**config.mk**
```make
export PLATFORM = sky130hd
export DESIGN_NAME = sdhost_irq_status
export DESIGN_NICKNAME = d
export VERILOG_FILES = /design/src/rtl/sdhost_irq_pkg.sv /design/src/rtl/sdh_level_edge.sv /design/src/rtl/sdh_status_flag.sv /design/src/rtl/sdh_irq_combine.sv /design/src/rtl/sdhost_irq_status.sv
export SDC_FILE = /design/constraint.sdc
export NUM_CORES = 1
export LEC_CHECK = 0
export BUFFER_PORTS_ARGS = -buffer_cell sky130_fd_sc_hd__clkbuf_2
export CAP_MARGIN = 20
export CORE_MARGIN = 3
export CORE_UTILIZATION = 28
export DETAILED_ROUTE_END_ITERATION = 8
export PLACE_DENSITY = 0.77
export SLEW_MARGIN = 20
export SYNTH_ARGS = -nofsm -noshare
export SYNTH_HDL_FRONTEND = slang
export SYNTH_SLANG_ARGS = --single-unit
```
**constraint.sdc**
```tcl
create_clock -name clk_i -period 0.9 [get_ports clk_i]
set_input_delay 0.09 -clock clk_i [delete_from_list [all_inputs] [get_ports clk_i]]
set_output_delay 0.09 -clock clk_i [all_outputs]
set_load 0.02 [all_outputs]
```
**src/rtl/sdhost_irq_pkg.sv**
```systemverilog
package sdhost_irq_pkg;

    localparam int unsigned REG_W      = 16;
    localparam int unsigned NUM_FLAGS  = 5;
    localparam int unsigned NUM_LEVELS = 3;
    localparam int unsigned POS_BASE   = 4;

    // flag index order: write-ready, read-ready, inserted, removed, card irq
    localparam int unsigned F_WR_RDY   = 0;
    localparam int unsigned F_RD_RDY   = 1;
    localparam int unsigned F_INSERT   = 2;
    localparam int unsigned F_REMOVE   = 3;
    localparam int unsigned F_CARD_IRQ = 4;

    // tracked level index order
    localparam int unsigned L_PRESENT  = 0;
    localparam int unsigned L_RD       = 1;
    localparam int unsigned L_WR       = 2;

    // status word position of a flag (software decodes these)
    function automatic int unsigned flag_pos(input int unsigned idx);
        return POS_BASE + idx;
    endfunction

    // flags that set again on a clear while their condition persists
    function automatic bit flag_rearms(input int unsigned idx);
        return (idx == F_INSERT) || (idx == F_REMOVE) || (idx == F_CARD_IRQ);
    endfunction

endpackage

```
**src/rtl/sdh_level_edge.sv**
```systemverilog
module sdh_level_edge #(
    parameter int unsigned W = 3
) (
    input  logic         clk_i,
    input  logic         rst_ni,
    input  logic [W-1:0] lvl_i,
    output logic [W-1:0] rise_o,
    output logic [W-1:0] fall_o
);

    typedef struct packed {
        logic [W-1:0] hist;
    } edge_state_t;

    edge_state_t state_d, state_q;

    always_comb begin
        state_d      = state_q;
        state_d.hist = lvl_i;
    end

    always_ff @(posedge clk_i or negedge rst_ni) begin
        if (!rst_ni) begin
            state_q <= '0;
        end else begin
            state_q <= state_d;
        end
    end

    for (genvar g = 0; g < W; g++) begin : g_det
        assign rise_o[g] =  lvl_i[g] & ~state_q.hist[g];
        assign fall_o[g] = ~lvl_i[g] &  state_q.hist[g];
    end

endmodule

```
**src/rtl/sdh_status_flag.sv**
```systemverilog
module sdh_status_flag #(
    parameter bit REARM = 1'b0
) (
    input  logic clk_i,
    input  logic rst_ni,
    input  logic enable_i,
    input  logic event_i,
    input  logic cond_i,
    input  logic clear_i,
    output logic flag_o
);

    typedef struct packed {
        logic flag;
    } flag_state_t;

    flag_state_t state_d, state_q;
    logic        set_w;

    if (REARM) begin : g_rearm
        // a clear while the condition holds is overridden by a fresh set
        assign set_w = event_i | (clear_i & cond_i);
    end else begin : g_edge
        logic unused_cond;
        assign unused_cond = cond_i;
        assign set_w       = event_i;
    end

    always_comb begin
        state_d = state_q;
        if (!enable_i) begin
            state_d.flag = 1'b0;
        end else if (set_w) begin
            state_d.flag = 1'b1;
        end else if (clear_i) begin
            state_d.flag = 1'b0;
        end
    end

    always_ff @(posedge clk_i or negedge rst_ni) begin
        if (!rst_ni) begin
            state_q <= '0;
        end else begin
            state_q <= state_d;
        end
    end

    assign flag_o = state_q.flag;

endmodule

```
**src/rtl/sdh_irq_combine.sv**
```systemverilog
module sdh_irq_combine #(
    parameter int unsigned W = 16
) (
    input  logic [W-1:0] status_i,
    input  logic [W-1:0] mask_i,
    output logic         irq_o
);

    logic [W-1:0] gated;

    for (genvar g = 0; g < W; g++) begin : g_gate
        assign gated[g] = status_i[g] & mask_i[g];
    end

    assign irq_o = |gated;

endmodule

```
**src/rtl/sdhost_irq_status.sv**
```systemverilog
module sdhost_irq_status
    import sdhost_irq_pkg::*;
(
    input  logic             clk_i,
    input  logic             rst_ni,
    input  logic             card_present_i,
    input  logic             rd_avail_i,
    input  logic             wr_avail_i,
    input  logic             card_irq_req_i,
    input  logic [REG_W-1:0] stat_en_i,
    input  logic [REG_W-1:0] sig_en_i,
    input  logic             wr_en_i,
    input  logic [REG_W-1:0] wr_data_i,
    output logic [REG_W-1:0] status_o,
    output logic             host_irq_o
);

    logic [NUM_LEVELS-1:0] levels;
    logic [NUM_LEVELS-1:0] rise;
    logic [NUM_LEVELS-1:0] fall;
    logic [NUM_FLAGS-1:0]  ev;
    logic [NUM_FLAGS-1:0]  cond;
    logic [NUM_FLAGS-1:0]  flags;
    logic [REG_W-1:0]      status_word;

    always_comb begin
        levels            = '0;
        levels[L_PRESENT] = card_present_i;
        levels[L_RD]      = rd_avail_i;
        levels[L_WR]      = wr_avail_i;
    end

    sdh_level_edge #(
        .W (NUM_LEVELS)
    ) u_edge (
        .clk_i  (clk_i),
        .rst_ni (rst_ni),
        .lvl_i  (levels),
        .rise_o (rise),
        .fall_o (fall)
    );

    always_comb begin
        ev   = '0;
        cond = '0;
        ev[F_WR_RDY]     = rise[L_WR];
        cond[F_WR_RDY]   = wr_avail_i;
        ev[F_RD_RDY]     = rise[L_RD];
        cond[F_RD_RDY]   = rd_avail_i;
        ev[F_INSERT]     = rise[L_PRESENT];
        cond[F_INSERT]   = card_present_i;
        ev[F_REMOVE]     = fall[L_PRESENT];
        cond[F_REMOVE]   = ~card_present_i;
        ev[F_CARD_IRQ]   = card_irq_req_i;
        cond[F_CARD_IRQ] = card_irq_req_i;
    end

    for (genvar i = 0; i < NUM_FLAGS; i++) begin : g_flag
        localparam int unsigned P = flag_pos(i);
        sdh_status_flag #(
            .REARM (flag_rearms(i))
        ) u_flag (
            .clk_i    (clk_i),
            .rst_ni   (rst_ni),
            .enable_i (stat_en_i[P]),
            .event_i  (ev[i]),
            .cond_i   (cond[i]),
            .clear_i  (wr_en_i & wr_data_i[P]),
            .flag_o   (flags[i])
        );
    end

    always_comb begin
        status_word = '0;
        for (int unsigned i = 0; i < NUM_FLAGS; i++) begin
            status_word[flag_pos(i)] = flags[i];
        end
    end

    sdh_irq_combine #(
        .W (REG_W)
    ) u_irq (
        .status_i (status_word),
        .mask_i   (sig_en_i),
        .irq_o    (host_irq_o)
    );

    assign status_o = status_word;

endmodule

```
==> key figures, run 1 <==
Logic synthesis
  – Yosys Warn Count: 0
  – Main synth FF type: dfrtp_1
  – Commonest cells in the netlist: buf_4 (16), dfrtp_1 (8), a21boi_0 (4), nand2_1 (4), o21a_1 (3)
  – Top cells by area, synth: dfrtp_1 (43%), buf_4 (26%), a21boi_0 (6.5%), o21a_1 (4.8%), o32ai_2 (3.5%)
  – Synthesized area: 465 um^2
  – Synth top area share: 43.0%
  – Synthesized area per cell: slightly above 10 um^2
  – Yosys reg bits: 8
  – Synth Instances: 46
  – Unique cell type count in the Yosys netlist: 14
  – Seq/Total Area, Yosys: 43.0%
  – Largest area contributor in the netlist: dfrtp_1
  – EDFF count, synth: 0
  – Async SR Flop Fraction: 100%
  – Most frequent cell after synthesis: buf_4

Layout
  – Cell area after layout: 708 um^2
  – Area Overhead vs Synth: 52.2%
  – Layout Cells excl Fill: 96
  – N_diodes: 0
  – Final net count: 137
  – Share of layout cells above drive strength 1: 46.3%

Floorplan
  – # IOs: 72
  – Die W: around 47 um
  – Row count: 14
  – Initial core utilization: 30.2%
  – Die Height: 46.8 um
  – Core area: 1540 um^2
  – Die ar.: roughly 2200 um^2

Global route
  – Met2 global-route usage: 19.0%
  – Global Route Usage Sum: 11.5%
  – Global-route wire length before repair: 1680 um
  – Largest net degree at the start of global routing: 9
  – Met1 Use GR: between 10% and 20%
  – Total congestion overflow: 0
  – Most crowded layer after global routing: met2
  – Vias in the first global route: 431
  – Met3 Usage GRT: 4.98%
  – Initial antenna violation count: 0

CTS
  – Cts bufs inserted: 3
  – Root Buffer: clkbuf_4
  – CTS max path bufs: 2
  – # clock sinks: 8
  – Clock-pin slew on the worst setup and hold paths: approximately 0.050 ns
  – CTS H-Tree Depth: 1
  – CTS tree: yes
  – Clk_lat worst skew: 0.24 ns

Detailed routing
  – Vias per cell: about 4.4
  – Number of DRC markers in iteration 0: 9
  – DRC Markers: 0
  – WL/cell: around 11 um
  – Detail Route Antenna Nets: 0
  – TritonRoute pass-1 iters: 4
  – Routed vias: 420
  – DRT Wirelength: 1040 um

Placed design
  – Port bufs: 27
  – Dpl cells: 88
  – Cell area after placement: roughly 580 um^2
  – GP Congestion: 0.630
  – Detailed Place HPWL: 805 um

Run
  – Maxcap violations: 0

STA
  – Fin. max-slew vios: 0
  – Max Clock Skew: approximately 0.000075 ns
  – Final hold vios: 0
  – Post-route clock period utilization: 141%
  – Final worst setup slack: -0.373 ns
  – Endpoints failing setup: 8
  – Peak Freq: 786 MHz
  – Tmin final: around 1.3 ns
  – Worst hold margin: 0.0429 ns
  – RSZ-0062 raised after global routing: true

Worst setup path
  – Crit. End Element: primary output
  – WP data required: 0.81 ns
  – Crit Path Category: flop to primary output
  – CP Data Arrival Time: approximately 1.2 ns
  – FF-to-FF path depth: 4
  – Critical Path Source Type: flop
  – CP Max Fanout: 2

Pwr
  – PnR Total Power: 942 uW
  – Peak VDD IR: 0.703 mV
  – LEAKAGE: 0.000380 uW
  – Power density cells: between 1000 and 1500 nW/um^2

Worst hold path
  – Hold depth: 2
  – HP Class: input pin to flop

Outcome
  – Status: finished with violations
  – Failing checks: negative setup slack
-- where the power goes --
group	leakage [uW]	internal [uW]	switching (uW)
logic	0.000267	145	140
registers	0.000100	383	12.5
clock network	0.0000138	152	110
total	0.000380	680	262
-- final timing paths --
check | end | slack [ns] | start
worst max-delay path | host_irq_o | -0.37 | g_flag[0].u_flag.flag_o
worst min-delay path | g_flag[4].u_flag.flag_o | 0.04 | stat_en_i[8]
worst max register to register | g_flag[0].u_flag.flag_o | -0.12 | g_flag[0].u_flag.flag_o
worst min register to register | g_flag[1].u_flag.flag_o | 0.57 | u_edge.state_q[1]
max in group asynchronous | g_flag[1].u_flag.flag_o | 0.50 | rst_ni
min in group asynchronous | u_edge.state_q[2] | 0.22 | rst_ni
-- per-stage QoR --
| step | setup WS [ns] | TNS, ns | util, % |
|---|---|---|---|
| 2_1_floorplan | -0.0351 | -0.0351 | - |
| 3_3_place_gp | -0.108 | -0.108 | 37.3 |
| 3_5_place_dp | -0.114 | -0.119 | 37.3 |
| 4_1_cts | -0.382 | -1.05 | 45.7 |
| 5_1_grt | -0.425 | -1.23 | 45.9 |
| 6_report | -0.373 | -0.955 | 45.9 |
-- cells in the final DEF (no fill, tap or decap) --
master	netlist	final
a21boi_0	4	1
a21boi_1	0	3
a21oi_1	1	1
a222oi_1	1	1
a22oi_1	1	1
and2_1	2	2
buf_2	0	1
buf_4	16	2
buf_6	0	4
buf_8	0	3
clkbuf_2	0	21
clkbuf_4	0	3
clkbuf_8	0	2
conb_1	1	11
dfrtp_1	8	8
dlygate4sd3_1	0	4
inv_1	1	1
nand2_1	4	4
nor2b_1	2	2
o21a_1	3	3
o22ai_1	1	1
o32ai_2	1	1
-- registers in the layout (all words and copies together), names as in the netlist --
name                  count
g_flag.u_flag.flag_o      5
u_edge.state_q            3
-- final cells by class --
cell class                 count  area [um^2]
tap                           16         20.0
multi-input combinational     31          179
fill                         152          833
inverter                       1         3.75
sequential                     8          200
timing repair buffer          37          283
clock buffer                   3         22.5
-- worst max-delay path, cell delays in order (launching register included) --
cell,delay [ns]
dfrtp_1,0.38
a222oi_1,0.32
nand2_1,0.08
buf_2,0.16
-- per-layer routing --
layer  up-vias  share of wire [%]
li1        198                  -
met1       189                 34
met2        31                 51
met3         2                 13
met4         0                1.3
met5         -                  0
-- logic make-up (layout without fill, tap and decap cells) --
group                  after synthesis  after routing  synth area share (%)
AOI/OAI and AO/OA                   12             12                  21.0
buffers and inverters               17             41                  26.6
DFF                                  8              8                  43.0
other                                1             11                 0.806
and+or+nand+nor                      8              8                  8.60
-- what timing repair did --
action | CTS | global route
hold buffers | 4 | 0
setup buffers | 2 | 0
endpoints found under the hold margin | 11 | 0
gates resized for setup | 13 | 7
endpoints found under the setup margin | 8 | 9
Note: power is estimated with default switching activity, not from simulation.
==> inputs of run 2 (changes only) <==
- ABC_CLOCK_PERIOD_IN_PS: default -> 900
- RECOVER_POWER: default -> 50
==> key figures, run 2 (same netlist as run 1, synthesis figures left out) <==
Floorplan
  – Core area: 1540 um^2 (unchanged)
  – Initial core utilization: 30.2% (unchanged)
  – Die Height: 46.8 um (unchanged)
  – # IOs: 72 (unchanged)
  – Die ar.: 2190 um^2 (unchanged)
  – Die W: 46.8 um (unchanged)
  – Row count: 14 (unchanged)

CTS
  – CTS tree: yes
  – Clk_lat worst skew: 0.25 ns (about the same)
  – CTS H-Tree Depth: 1 (unchanged)
  – Clock-pin slew on the worst setup and hold paths: 0.05 ns (about the same)
  – # clock sinks: 8 (unchanged)
  – Root Buffer: clkbuf_4
  – CTS max path bufs: 2 (unchanged)
  – Cts bufs inserted: 3 (unchanged)

STA
  – RSZ-0062 raised after global routing: true
  – Tmin final: 1.28 ns (+0.00279 ns)
  – Post-route clock period utilization: 142% (+0.31 points)
  – Peak Freq: 784 MHz (-0.22%)
  – Fin. max-slew vios: 0 (unchanged)
  – Endpoints failing setup: 8 (unchanged)
  – Final worst setup slack: -0.375 ns (-0.00279 ns)
  – Max Clock Skew: 0.000160 ns (+0.0000851 ns)
  – Final hold vios: 0 (unchanged)
  – Worst hold margin: 0.0403 ns (-0.00255 ns)

Pwr
  – Peak VDD IR: 0.695 mV (-1.1%)
  – LEAKAGE: 0.000377 uW (-0.78%)
  – Net Sw Power: 263 uW (+0.40%)
  – Switching share of power: 27.9% (+0.094 points)
  – Power share of the sequential group: 42.0% (about the same)
  – Power density cells: 1330 nW/um^2 (+0.24%)
  – Internal power: 679 uW (about the same)
  – Clock network fraction of total power: 27.9% (about the same)
  – Combinational share of power: 30.2% (about the same)

Placed design
  – Port bufs: 27 (unchanged)
  – Detailed Place HPWL: 805 um (unchanged)
  – Cell area after placement: 576 um^2 (unchanged)
  – GP Congestion: 0.630 (unchanged)
  – Dpl cells: 88 (unchanged)
  – Dpl ws: -0.114 ns (unchanged)

Layout
  – Cell area after layout: 707 um^2 (-0.18%)
  – Fill count: 153 (+0.66%)
  – Layout Cells excl Fill: 96 (unchanged)
  – Most common cell after layout, fill and taps aside: clkbuf_2
  – N_diodes: 0 (unchanged)
  – Final net count: 137 (unchanged)
  – Fin util: 45.9% (-0.081 points)
  – Area Overhead vs Synth: 51.9%
  – Most frequent cells in the layout: clkbuf_2 (20), conb_1 (11), dfrtp_1 (8)
  – Share of layout cells above drive strength 1: 45.0% (-1.3 points)
  – Max reg flops: 5 (unchanged)

Global route
  – Global Route Usage Sum: 11.5% (unchanged)
  – Global-route wire length before repair: 1680 um (unchanged)
  – Total congestion overflow: 0 (unchanged)
  – Initial antenna violation count: 0 (unchanged)
  – Largest net degree at the start of global routing: 9 (unchanged)
  – Vias in the first global route: 431 (unchanged)

Detailed routing
  – Routed vias: 415 (-1.2%)
  – DRC Markers: 0 (unchanged)
  – WL/cell: 10.9 um (+0.67%)
  – TritonRoute pass-1 iters: 4 (unchanged)
  – Number of DRC markers in iteration 0: 9 (unchanged)
  – Detail Route Antenna Nets: 0 (unchanged)
  – Vias per cell: 4.32 (-1.2%)
  – DRT Wirelength: 1050 um (+0.67%)

Worst setup path
  – Crit Path Category: flop to primary output
  – Crit. End Element: primary output
  – CP Data Arrival Time: 1.19 ns (about the same)
  – WP data required: 0.81 ns (about the same)
  – Setup slack, reg-to-reg: -0.12 ns (about the same)
  – Critical Path Source Type: flop
  – CP Max Fanout: 2 (unchanged)

Run
  – Maxcap violations: 0 (unchanged)

Worst hold path
  – HP Class: input pin to flop

Outcome
  – Failing checks: negative setup slack
  – Status: finished with violations
-- run 2: path summary, 6_finish.rpt --
| path | from | to | depth (start not counted) |
|---|---|---|---|
| hold / removal | stat_en_i[8] | g_flag[4].u_flag.flag_o | 2 |
| hold reg to reg | u_edge.state_q[1] | g_flag[1].u_flag.flag_o | 2 |
| setup / recovery | g_flag[0].u_flag.flag_o | host_irq_o | 3 |
| max in group asynchronous | rst_ni | g_flag[1].u_flag.flag_o | 2 |
| min in group asynchronous | rst_ni | g_flag[2].u_flag.flag_o | 2 |
| setup reg to reg | g_flag[0].u_flag.flag_o | g_flag[0].u_flag.flag_o | 4 |
-- run 2: power groups by stage --
stage          registers [uW]  clock network (uW)  logic [uW]
2_1_floorplan             399                   0         172
3_3_place_gp              399                   0         221
3_5_place_dp              400                   0         224
5_1_grt                   396                 294         310
4_1_cts                   396                 273         277
6_report                  396                 263         284
-- run 2: timing repair --
item,4_1_cts,5_1_grt
setup endpoints to repair,8,9
endpoints found under the hold margin,11,0
setup buffers,2,0
resized for setup,13,7
hold buffers,4,0
-- run 2: final cells by class --
type	instances	area [um^2]	share of cell area, %
Sequential cell	8	200	28.3
Inverter	1	3.75	0.531
Timing Repair Buffer	37	282	39.8
Clock buffer	3	22.5	3.19
Multi-Input combinational cell	31	179	25.3
Tap cell	16	20.0	2.83
-- run 2: per-layer routing --
| metal | track usage [%] | share of wire [%] | up-vias |
|---|---|---|---|
| met1 | 11.3 | 35 | 183 |
| met4 | 8.29 | 1.3 | 0 |
| met2 | 19.0 | 51 | 31 |
| met3 | 4.98 | 13 | 2 |
| li1 | - | - | 199 |
| met5 | 0 | 0 | - |
-- run 2: stage by stage --
stage                     TNS [ns]  total power (uW)
after floorplan            -0.0351               572
after global placement      -0.108               620
after detailed placement    -0.119               624
after CTS                    -1.05               945
after global routing         -1.23              1000
final                       -0.968               943
-- run 2: worst max-delay path, cell delays in order (launching register included) --
cell	delay [ns]
dfrtp_1	0.38
a222oi_1	0.32
nand2_1	0.08
buf_2	0.16
